### src/rtl/dsu_pkg.sv
package dsu_pkg;
  typedef enum logic {ALG_SHA1 = 1'b0, ALG_SHA224 = 1'b1} alg_e;
  typedef enum logic {ST_IDLE = 1'b0, ST_XFER = 1'b1} st_e;
  localparam int unsigned WORDS_SHA1   = 5;
  localparam int unsigned WORDS_SHA224 = 7;
  localparam int unsigned MAX_WORDS    = 7;
  localparam int unsigned WORD_BITS    = 32;
  localparam int unsigned ALIGN_BITS   = 7;
  localparam int unsigned SLOT_SHIFT   = 5;
endpackage

### src/rtl/dsu_lane_swap.sv
module dsu_lane_swap #(
  parameter int unsigned DW = 32
) (
  input  logic [DW-1:0] din,
  output logic [DW-1:0] dout
);
  localparam int unsigned NB = DW / 8;
  for (genvar b = 0; b < NB; b++) begin : g_lane
    assign dout[8*b +: 8] = din[8*(NB-1-b) +: 8];
  end
endmodule

### src/rtl/dsu_addr_gen.sv
module dsu_addr_gen #(
  parameter int unsigned AW         = 32,
  parameter int unsigned RW         = 4,
  parameter int unsigned IW         = 3,
  parameter int unsigned ALIGN_BITS = 7,
  parameter int unsigned SLOT_SHIFT = 5
) (
  input  logic [AW-1:0] base,
  input  logic [RW-1:0] region,
  input  logic [IW-1:0] idx,
  output logic [AW-1:0] addr
);
  logic [AW-1:0] base_al;
  logic [AW-1:0] slot_off;
  logic [AW-1:0] word_off;
  always_comb begin
    base_al  = {base[AW-1:ALIGN_BITS], {ALIGN_BITS{1'b0}}};
    slot_off = AW'(region) << SLOT_SHIFT;
    word_off = AW'(idx) << 2;
    addr     = base_al + slot_off + word_off;
  end
endmodule

### src/rtl/dsu_cmp_acc.sv
module dsu_cmp_acc #(
  parameter int unsigned DW = 32
) (
  input  logic          clk,
  input  logic          rst_n,
  input  logic          clear,
  input  logic          check_en,
  input  logic [DW-1:0] rd_word,
  input  logic [DW-1:0] exp_word,
  output logic          mismatch
);
  logic mm_q;
  always_ff @(posedge clk or negedge rst_n) begin
    if (!rst_n)        mm_q <= 1'b0;
    else if (clear)    mm_q <= 1'b0;
    else if (check_en && (rd_word != exp_word)) mm_q <= 1'b1;
  end
  assign mismatch = mm_q;

  assert_mismatch_sticky_R6: assert property (@(posedge clk) disable iff (!rst_n)
    (mm_q && !clear) |=> mm_q);
  assert_mismatch_cleared_R6: assert property (@(posedge clk) disable iff (!rst_n)
    clear |=> !mm_q);
endmodule

### src/rtl/dsu_seq.sv
module dsu_seq
  import dsu_pkg::*;
#(
  parameter int unsigned AW = 32,
  parameter int unsigned RW = 4,
  parameter int unsigned DW = 32,
  parameter int unsigned NW = MAX_WORDS,
  parameter int unsigned IW = $clog2(NW)
) (
  input  logic           clk,
  input  logic           rst_n,
  input  logic           start,
  input  logic [AW-1:0]  cfg_base,
  input  logic [RW-1:0]  cfg_region,
  input  logic           cfg_cmp,
  input  logic           cfg_alg,
  input  logic [NW*DW-1:0] digest_in,
  input  logic           ready,
  output logic           req,
  output logic           busy,
  output logic           done,
  output logic           accept,
  output logic           xfer_last,
  output logic [IW-1:0]  idx,
  output logic [AW-1:0]  base_q,
  output logic [RW-1:0]  region_q,
  output logic           cmp_q,
  output logic [DW-1:0]  cur_word
);
  st_e            state;
  logic           done_q;
  logic [IW-1:0]  idx_q;
  alg_e           alg_q;
  logic [DW-1:0]  dig_q [NW];
  logic [IW-1:0]  last_idx;

  always_comb begin
    last_idx  = (alg_q == ALG_SHA224) ? IW'(WORDS_SHA224 - 1) : IW'(WORDS_SHA1 - 1);
    req       = (state == ST_XFER);
    busy      = req;
    accept    = start && (state == ST_IDLE);
    xfer_last = req && (idx_q == last_idx);
    cur_word  = dig_q[idx_q];
  end

  always_ff @(posedge clk or negedge rst_n) begin
    if (!rst_n) begin
      state    <= ST_IDLE;
      done_q   <= 1'b0;
      idx_q    <= '0;
      base_q   <= '0;
      region_q <= '0;
      cmp_q    <= 1'b0;
      alg_q    <= ALG_SHA1;
      for (int k = 0; k < NW; k++) dig_q[k] <= '0;
    end else begin
      done_q <= 1'b0;
      unique case (state)
        ST_IDLE: if (start) begin
          state    <= ST_XFER;
          idx_q    <= '0;
          base_q   <= cfg_base;
          region_q <= cfg_region;
          cmp_q    <= cfg_cmp;
          alg_q    <= alg_e'(cfg_alg);
          for (int k = 0; k < NW; k++) dig_q[k] <= digest_in[k*DW +: DW];
        end
        ST_XFER: if (ready) begin
          if (idx_q == last_idx) begin
            state  <= ST_IDLE;
            done_q <= 1'b1;
          end else begin
            idx_q <= idx_q + IW'(1);
          end
        end
        default: state <= ST_IDLE;
      endcase
    end
  end

  assign idx  = idx_q;
  assign done = done_q;

  assert_req_held_R3: assert property (@(posedge clk) disable iff (!rst_n)
    (req && !ready) |=> (req && $stable(idx_q) && $stable(cmp_q)));
  assert_idx_step_R2: assert property (@(posedge clk) disable iff (!rst_n)
    (req && ready && !xfer_last) |=> (req && idx_q == $past(idx_q) + IW'(1)));
  assert_done_pulse_R7: assert property (@(posedge clk) disable iff (!rst_n)
    done_q |=> !done_q);
  assert_done_idle_R7: assert property (@(posedge clk) disable iff (!rst_n)
    done_q |-> !busy);
  assert_done_after_last_R7: assert property (@(posedge clk) disable iff (!rst_n)
    (req && ready && xfer_last) |=> done_q);
  assert_start_ignored_R8: assert property (@(posedge clk) disable iff (!rst_n)
    (busy && !(ready && xfer_last)) |=> (busy && $stable(region_q) && $stable(base_q)));
endmodule

### src/rtl/digest_store_unit.sv
module digest_store_unit
  import dsu_pkg::*;
#(
  parameter int unsigned AW = 32,
  parameter int unsigned RW = 4
) (
  input  logic                          clk,
  input  logic                          rst_n,
  input  logic                          start,
  input  logic [AW-1:0]                 cfg_base,
  input  logic [RW-1:0]                 cfg_region,
  input  logic                          cfg_cmp,
  input  logic                          cfg_alg,
  input  logic [MAX_WORDS*WORD_BITS-1:0] digest_in,
  output logic                          busy,
  output logic                          done,
  output logic                          mismatch,
  output logic                          mem_req,
  input  logic                          mem_ready,
  output logic                          mem_we,
  output logic [AW-1:0]                 mem_addr,
  output logic [WORD_BITS-1:0]          mem_wdata,
  input  logic [WORD_BITS-1:0]          mem_rdata
);
  localparam int unsigned DW = WORD_BITS;
  localparam int unsigned NW = MAX_WORDS;
  localparam int unsigned IW = $clog2(NW);

  logic          accept, xfer_last, cmp_q;
  logic [IW-1:0] idx;
  logic [AW-1:0] base_q;
  logic [RW-1:0] region_q;
  logic [DW-1:0] cur_word, swapped;

  dsu_seq #(.AW(AW), .RW(RW), .DW(DW), .NW(NW), .IW(IW)) seq_i (
    .clk(clk), .rst_n(rst_n), .start(start), .cfg_base(cfg_base),
    .cfg_region(cfg_region), .cfg_cmp(cfg_cmp), .cfg_alg(cfg_alg),
    .digest_in(digest_in), .ready(mem_ready), .req(mem_req), .busy(busy),
    .done(done), .accept(accept), .xfer_last(xfer_last), .idx(idx),
    .base_q(base_q), .region_q(region_q), .cmp_q(cmp_q), .cur_word(cur_word)
  );

  dsu_addr_gen #(.AW(AW), .RW(RW), .IW(IW), .ALIGN_BITS(ALIGN_BITS),
                 .SLOT_SHIFT(SLOT_SHIFT)) addr_i (
    .base(base_q), .region(region_q), .idx(idx), .addr(mem_addr)
  );

  dsu_lane_swap #(.DW(DW)) swap_i (.din(cur_word), .dout(swapped));

  dsu_cmp_acc #(.DW(DW)) cmp_i (
    .clk(clk), .rst_n(rst_n), .clear(accept),
    .check_en(mem_req && mem_ready && cmp_q),
    .rd_word(mem_rdata), .exp_word(swapped), .mismatch(mismatch)
  );

  assign mem_we    = mem_req && !cmp_q;
  assign mem_wdata = swapped;

  assert_payload_held_R3: assert property (@(posedge clk) disable iff (!rst_n)
    (mem_req && !mem_ready) |=> (mem_req && $stable(mem_addr) && $stable(mem_wdata) && $stable(mem_we)));
  assert_word_aligned_R2: assert property (@(posedge clk) disable iff (!rst_n)
    mem_req |-> (mem_addr[1:0] == 2'b00));
  assert_write_mode_clean_R6: assert property (@(posedge clk) disable iff (!rst_n)
    (mem_req && mem_we) |=> !mismatch);
  assert_idle_quiet_R9: assert property (@(posedge clk) disable iff (!rst_n)
    !busy |-> !mem_req);
endmodule

### config.mk
export PLATFORM = sky130hd
export DESIGN_NAME = digest_store_unit
export DESIGN_NICKNAME = d
export VERILOG_FILES = /design/src/rtl/dsu_pkg.sv /design/src/rtl/dsu_lane_swap.sv /design/src/rtl/dsu_addr_gen.sv /design/src/rtl/dsu_cmp_acc.sv /design/src/rtl/dsu_seq.sv /design/src/rtl/digest_store_unit.sv
export SDC_FILE = /design/constraint.sdc
export NUM_CORES = 1
export LEC_CHECK = 0
export ABC_AREA = 1
export ABC_CLOCK_PERIOD_IN_PS = 6000
export BUFFER_PORTS_ARGS = -buffer_cell sky130_fd_sc_hd__clkbuf_2
export CAP_MARGIN = 10
export CORE_MARGIN = 4
export CORE_UTILIZATION = 25
export DETAILED_ROUTE_END_ITERATION = 7
export GPL_TIMING_DRIVEN = 0
export RECOVER_POWER = 100
export REMOVE_ABC_BUFFERS = 1
export SETUP_SLACK_MARGIN = 0.5
export SYNTH_ARGS = -nofsm -noshare
export SYNTH_HDL_FRONTEND = slang
export SYNTH_HIERARCHICAL = 1
export SYNTH_SLANG_ARGS = --single-unit
### constraint.sdc
create_clock -name clk -period 6 [get_ports clk]
set_input_delay 0.6 -clock clk [delete_from_list [all_inputs] [get_ports clk]]
set_output_delay 0.6 -clock clk [all_outputs]
set_load 0.02 [all_outputs]
## Word-level counts from Yosys, hierarchy flattened

Cells that the tools add are included.

- Register bits: 268
- Bits in latches: 0
- RAM bits: 0
- Memory bits (read-only): 0
- Output and inout port bits: 69
- Word-level logic and storage cells: 52
- Memories kept: 0

- $add $sub $neg: 3
- Multipliers: 0
- Div/mod/pow operators: 0
- Order comparisons: 1
- Equal/unequal tests: 5
- Shift operators: 0
- Muxes and demuxes: 17
- Bitwise logic cells: 2
- Reductions and logical operators: 9

Operators by type and width:

| cell | count |
|---|---|
| $bmux W32 S3 | 1 |
| $mux W32 | 2 |
| $add A32 B5 Y32 | 1 |
| $add A32 B9 Y32 | 1 |
| $ne A32 B32 Y1 | 1 |
| $mux W3 | 3 |
| $mux W1 | 8 |
| $ne A2 B2 Y1 const B | 3 |
| $pmux W3 S2 | 1 |
| $logic_and A1 B1 Y1 | 5 |
| $ge A4 B4 Y1 const B | 1 |
| $not A3 Y4 | 1 |
| $add A3 B1 Y3 const B | 1 |
| $eq A3 B3 Y1 | 1 |
| $reduce_and A3 Y1 | 1 |
| $mux W2 | 1 |
| $pmux W1 S2 | 1 |
| $reduce_and A2 Y1 | 1 |
| $reduce_bool A2 Y1 | 1 |
| $logic_not A1 Y1 | 1 |
| $not A1 Y1 | 1 |

## Longest topological paths before layout

Gate-level depths: netlist of run 1.

- Depth in word-level cells: 8
- Gate-level depth with buffers: 20
- Mapped depth without buffers: 16

## Modules after synthesis

Netlist of run 1, hierarchy kept.

By module, submodules not included:

| module | times used | cells an instance | area an instance (um2) | seq. area each (um2) |
|---|---|---|---|---|
| dsu_seq | 1 | 1671 | 12679.7 | 6681.4 |
| dsu_addr_gen | 1 | 155 | 858.3 | 0.0 |
| dsu_cmp_acc | 1 | 103 | 524.3 | 25.0 |
| dsu_lane_swap | 1 | 32 | 240.2 | 0.0 |
| digest_store_unit | 1 | 4 | 17.5 | 0.0 |

## Least setup slack after synthesis of run 1

OpenSTA, ideal clock, no wires.

- Kind: reg2out
- From: register seq_i.base_q[7]
- To: output mem_addr[21]
- Data arrival time: 1.758 ns
- Data required time: 5.400 ns
- Path slack: 3.642 ns
- Stages on the path, launching flop included: 8
- Buffers on the path: 0
- Cells stage by stage: dfrtp_1 -> ha_1 -> inv_1 -> fa_1 -> nor2_8 -> nand2_2 -> nor2_2 -> xor2_1

- Longest elaborated chain between the ends: 2

RTL lines:

| what | line | source |
|---|---|---|
| from (decl) | dsu_seq.sv:25 | `output logic [AW-1:0] base_q,` |
| from (signal assigned) | dsu_seq.sv:62 | `base_q <= cfg_base;` |
| $add A32 B9 Y32 | dsu_addr_gen.sv:20 | `addr = base_al + slot_off + word_off;` |
| $add A32 B5 Y32 | dsu_addr_gen.sv:20 |  |
| to (decl) | digest_store_unit.sv:21 | `output logic [AW-1:0] mem_addr,` |

Every way passes these cells.

## Worst setup path after layout of run 1

- From: register seq_i.idx_q[0], in the netlist seq_i/idx[0]
- To: output mem_wdata[29]

- Longest elaborated chain between the ends: 4

RTL lines:

| what | line | source |
|---|---|---|
| from (decl) | dsu_seq.sv:32 | `logic [IW-1:0] idx_q;` |
| from (signal assigned) | dsu_seq.sv:73 | `idx_q <= idx_q + IW'(1);` |
| $not A3 Y4 (not written as such) | dsu_seq.sv:43 | `cur_word = dig_q[idx_q];` |
| $bmux W32 S3 | dsu_seq.sv:43 |  |
| $mux W32 (not written as such) (2 in a row) | dsu_seq.sv:43 |  |
| to (decl) | digest_store_unit.sv:22 | `output logic [WORD_BITS-1:0] mem_wdata,` |

Every way passes these cells. The select of a mux whose other input is x is not followed.

==> summary.txt, run 1 <==
Status
  • Status: finished with violations
  • Failing checks: max-capacitance violations, max-slew violations

CTS
  • CTS Buffer Depth: 3
  • Worst-path clk slew: 60 ps
  • # hold bufs at CTS: 0
  • Max H-tree Level: 2
  • Clock Sinks: 261
  • CTS tree: done
  • Clock Root Buffer: clkbuf_16
  • Postcts setup bufs: 0
  • Total CTS buffers: 34
  • Clock Latency Late Sink: 520 ps
  • Post-cts resize count: 0

Floorplan
  • Die height: 245.2 um
  • Die area: 0.06011 sq mm
  • Num ports: 367
  • Die width: 245.2 um
  • Site Rows: 86
  • Core Box Area: 0.05542 sq mm
  • Initial core utilization: 25.38%

Route
  • Vias per Instance: 4.149
  • Post-route ant nets: 0
  • Vias: 12,340
  • Final WL: 43.34 mm
  • Drt drc: 0
  • DR WL/cell: 14.57 um
  • Drt first pass iters: 4
  • First DRT Iteration DRCs: 625

STA
  • Slew Limit Fails: 353
  • Max Freq: 214.0 MHz
  • Final setup vio count: 0
  • Crit share post-route: 77.89%
  • Least-Margin Pin Slew: 3731 ps
  • Unrepaired setup endpoints after global routing: false
  • Tmin final: 4674 ps
  • Hold Violations, Final: 0
  • Clock Skew: 13.78 ps
  • Slew HR: -148.8%

Setup path
  • Critical path type: flop to output port
  • Crit path launch type: flop
  • Cell family with most CP delay: flip-flops
  • Most used cell, CP: nand2_1
  • Slowest stage cell on the critical path: dfrtp_1
  • Critical Path RT: 5400 ps
  • Worst path depth: 9
  • CP cell instances: buf_16, inv_4, buf_16, nand2_1, nand3_1, nand2_1, nand2_1, nand2_1, clkbuf_1
  • Arr. time, crit path: 4070 ps
  • Slowest stage delay, CP: 1770 ps
  • Reg2reg path depth: 16
  • CP Max Fanout: 59
  • Buf/Inv on CP: 4
  • CP Capture Type: output port

Pwr
  • Leak pwr: 0.008932 uW
  • Power Dens Cells: 555.6 mW/mm^2
  • Overall power: 9473 uW
  • Worst vdd ir: 0.3369 mV

Synth
  • Mapped Area: 0.01406 sq mm
  • Syn Inst Count: 1,936
  • Yosys warning total: 6
  • Synth Area per Inst: 7.264 sq um

Cells and area
  • Most common cell after layout, fill and taps aside: nand2_1
  • Final net count: 2,503
  • Most frequent cells in the layout: nand2_1 (890), clkbuf_2 (298), dfrtp_1 (261)
  • Layout Utilization: 30.77%
  • Fill cells: 6,088
  • Finished Layout Cells: 2,974
  • Final instance area: 0.01705 sq mm
  • P&R area growth vs syn: 21.24%
  • Ratio of cells with drive above 1 in the final layout: 17.08%

Global route
  • Largest net degree at the start of global routing: 241
  • GRT Util Overall: 14.13%
  • Total congestion overflow: 0
  • Antenna violations before repair: 2
  • First-pass GRT wire length: 67.41 mm
  • Vias in the first global route: 12,050

Flow run
  • Maximum capacitance violations: 3

Placed design
  • I/O Buffers: 357
  • Placer Congestion: 0.7927
  • DP Area: 0.01604 sq mm
  • DP HPWL: 29.64 mm
  • DP Cell Count: 2,912

Hold path
  • Worst Hold Depth: 3
  • Hold Crit Class: input pin to flop
## worst min-delay path, stage by stage
cell and delay [ps]:
clkbuf_2 70, nand2_1 40, nand2_1 40
## stage by stage
step                      hold slack (ps)  setup TNS [ps]  setup WS (ps)
after floorplan                     304.4               0           1516
after global placement              462.4         -485850          -2800
after detailed placement            465.2               0           1807
after CTS                           61.83               0           1680
after global routing                235.8               0          976.5
final                               267.0               0           1326
## cell type report
| cell class | count | area, sq um | share of cell area, % |
|---|---|---|---|
| well taps | 748 | 935.9 | 5.489 |
| inverters | 240 | 922.1 | 5.409 |
| diodes | 1 | 2.502 | 0.01468 |
| repair buffers | 367 | 1938 | 11.37 |
| clock buffers | 51 | 1049 | 6.150 |
| multi-input cells | 1297 | 5567 | 32.65 |
| clock inverters | 9 | 103.9 | 0.6091 |
| flip-flops and latches | 261 | 6531 | 38.31 |
## final timing paths
check / from / to / slack (ps)
max in group asynchronous: rst_n / seq_i/dig_q[123] / 2550
min: cfg_base[15] / seq_i/base_q[15] / 270
max: seq_i/idx[0] / mem_wdata[29] / 1330
min reg2reg: seq_i/dig_q[17] / seq_i/dig_q[17] / 480
min in group asynchronous: rst_n / seq_i/base_q[18] / 1370
max reg2reg: seq_i/idx[0] / cmp_i/mismatch / 1500
## metal layers
| layer | vias up | GRT usage, % | part of all wire (%) | wire (um) |
|---|---|---|---|---|
| met5 | - | 0 | 0.030 | 13 |
| met4 | 2 | 4.195 | 2.5 | 1105 |
| met3 | 59 | 3.288 | 5.7 | 2485 |
| met2 | 312 | 23.19 | 47 | 20460 |
| met1 | 5634 | 18.60 | 44 | 19270 |
| li1 | 6331 | - | - | - |
## power breakdown
group	switching (uW)	internal (uW)	leakage, uW
clock network	806	1290	0.000563
logic	2890	1420	0.00521
registers	446	2620	0.00316
total	4140	5330	0.00893
## state kept, by name, summed over array words and instances, names as in the netlist
register	cells
cmp_i/mismatch	1
seq_i/alg_q	1
seq_i/base_q	25
seq_i/busy	1
seq_i/cmp_q	1
seq_i/dig_q	224
seq_i/done	1
seq_i/idx	3
seq_i/region_q	4
No activity file was read; power rests on OpenSTA's default activity.
==> inputs of run 2 (changes only) <==
--- a/config.mk
+++ b/config.mk
@@ -5,8 +5,8 @@
 export SDC_FILE = /design/constraint.sdc
 export NUM_CORES = 1
 export LEC_CHECK = 0
-export ABC_AREA = 1
-export ABC_CLOCK_PERIOD_IN_PS = 6000
+export ABC_AREA = 0
+export ABC_CLOCK_PERIOD_IN_PS = 3950
 export BUFFER_PORTS_ARGS = -buffer_cell sky130_fd_sc_hd__clkbuf_2
 export CAP_MARGIN = 10
 export CORE_MARGIN = 4
==> constraint.sdc (replaced) <==
create_clock -name clk -period 3.95 [get_ports clk]
set_input_delay 0.395 -clock clk [delete_from_list [all_inputs] [get_ports clk]]
set_output_delay 0.395 -clock clk [all_outputs]
set_load 0.02 [all_outputs]
==> summary.txt, run 2 <==
STA
  • Max Freq: 290.5 MHz
  • Tmin final: 3442 ps
  • Least-Margin Pin Slew: 1965 ps
  • Unrepaired setup endpoints after global routing: false
  • Final setup vio count: 0
  • Setup TNS: 0 ps
  • Clock Skew: 9.966 ps
  • Crit share post-route: 87.14%
  • Final WS setup: 507.8 ps
  • Slew Limit Fails: 116
  • Slew HR: -31.01%
  • Hold Violations, Final: 0

Flow run
  • Maximum capacitance violations: 2

Cells and area
  • P&R area growth vs syn: 33.29%
  • # diodes: 0
  • Ratio of cells with drive above 1 in the final layout: 20.63%
  • Final net count: 2,218
  • Layout Utilization: 33.81%
  • Max reg flops: 224
  • Largest reg by FF count: seq_i/dig_q
  • Most frequent cells in the layout: nand2_1 (805), clkbuf_2 (298), dfrtp_1 (259)
  • Largest regs: seq_i/dig_q: 224 flops, seq_i/base_q: 25 flops, seq_i/region_q: 4 flops
  • Most common cell after layout, fill and taps aside: nand2_1

Setup path
  • Slowest stage delay, CP: 970 ps
  • Critical Path RT: 3560 ps
  • CP cell instances: nor2b_4, buf_4, buf_4, buf_4, a22o_1, a31oi_1, clkbuf_1
  • Arr. time, crit path: 3050 ps
  • Slowest stage cell on the critical path: dfrtp_1
  • Critical path type: flop to output port
  • Crit path launch type: flop
  • CP Capture Type: output port
  • CP Max Fanout: 16
  • Most used cell, CP: buf_4

Global route
  • Antenna violations before repair: 0
  • GRT Util Overall: 14.48%
  • Total congestion overflow: 0
  • Largest net degree at the start of global routing: 141
  • Vias in the first global route: 12,030
  • First-pass GRT wire length: 65.94 mm

CTS
  • Clock Root Buffer: clkbuf_16
  • Worst-path clk slew: 60 ps
  • Clock Latency Late Sink: 560 ps
  • CTS tree: done
  • Clock Sinks: 261
  • CTS Buffer Depth: 3
  • Total CTS buffers: 30
  • Max H-tree Level: 1

Placed design
  • DP Worst Slack: -641.6 ps
  • DP HPWL: 27.96 mm
  • Placer Congestion: 0.8030
  • I/O Buffers: 357

Floorplan
  • Num ports: 367
  • Die width: 236.8 um
  • Initial core utilization: 25.37%
  • Die height: 236.8 um
  • Site Rows: 83
  • Core Box Area: 0.05161 sq mm
  • Die area: 0.05610 sq mm

Route
  • Drt drc: 0
  • Vias: 11,500
  • Vias per Instance: 4.392
  • DR WL/cell: 16.03 um
  • Final WL: 41.99 mm
  • First DRT Iteration DRCs: 580
  • Post-route ant nets: 0
  • Drt first pass iters: 4

Synth
  • Syn Inst Count: 1,520
  • Synth Area per Inst: 8.614 sq um
  • Yosys warning total: 6
  • Mapped Area: 0.01309 sq mm

Pwr
  • Worst vdd ir: 0.4489 mV
  • Leak pwr: 0.009111 uW
  • Power Dens Cells: 823.3 mW/mm^2
  • Overall power: 14,370 uW

Status
  • Failing checks: max-capacitance violations, max-slew violations
  • Status: finished with violations

Hold path
  • Hold Crit Class: input pin to flop
run 2: report_power, final:
group / internal (uW) / switching (uW) / leakage, uW
Combinational: 2540 / 4110 / 0.00532
Sequential: 3900 / 852 / 0.00327
Clock: 1820 / 1140 / 0.000517
Total: 8270 / 6100 / 0.00911
run 2: per-layer routing:
layer / global-route usage, % / vias to the layer above / routed length, um
li1: - / 5575 / -
met1: 19.00 / 5546 / 18510
met2: 24.83 / 316 / 20260
met3: 2.481 / 65 / 2227
met4: 3.715 / 0 / 990
met5: 0 / - / 0
run 2: stage by stage:
step	instance area [sq um]	cells	hold WS, ps
2_1_floorplan	12210	1392	99.41
3_3_place_gp	14850	2429	457.6
3_5_place_dp	15180	2440	461.2
4_1_cts	17530	2616	0.02559
5_1_grt	17450	2619	9.463
6_report	17450	2619	34.58
run 2: path summary, 6_finish.rpt:
check | start | to | slack, ps | cells after the start
min in group asynchronous | rst_n | seq_i/base_q[11] | 910 | 2
max in group asynchronous | rst_n | seq_i/idx[0] | 1620 | 3
worst min-delay path | digest_in[143] | seq_i/dig_q[79] | 30 | 3
worst min register to register | seq_i/dig_q[30] | seq_i/dig_q[30] | 470 | 2
worst max-delay path | seq_i/idx[2] | mem_wdata[11] | 510 | 7
worst max register to register | seq_i/busy | seq_i/base_q[7] | 580 | 5
run 2: area by class of cell:
class	count	area, sq um
timing repair buffer	492	3247
clock buffer	45	898.4
multi-input combinational	1123	5718
clock inverter	10	160.2
tap	680	850.8
fill	5319	34160
sequential	261	6539
inverter	8	37.54
run 2: timing repair:
item | in CTS | in global routing
endpoints found under the setup margin | 33 | 5
resized for setup | 7 | 2
hold buffers | 104 | 0
buffers inserted | 17 | 3
endpoints found under the hold margin | 172 | 0
pin swaps | 1 | 1
run 2: worst max-delay path, delay by kind of cell (launching register included):
family          cells  cell delay, ps
flops               1             970
buf+inv             4             880
compound gates      2             490
simple gates        1             110
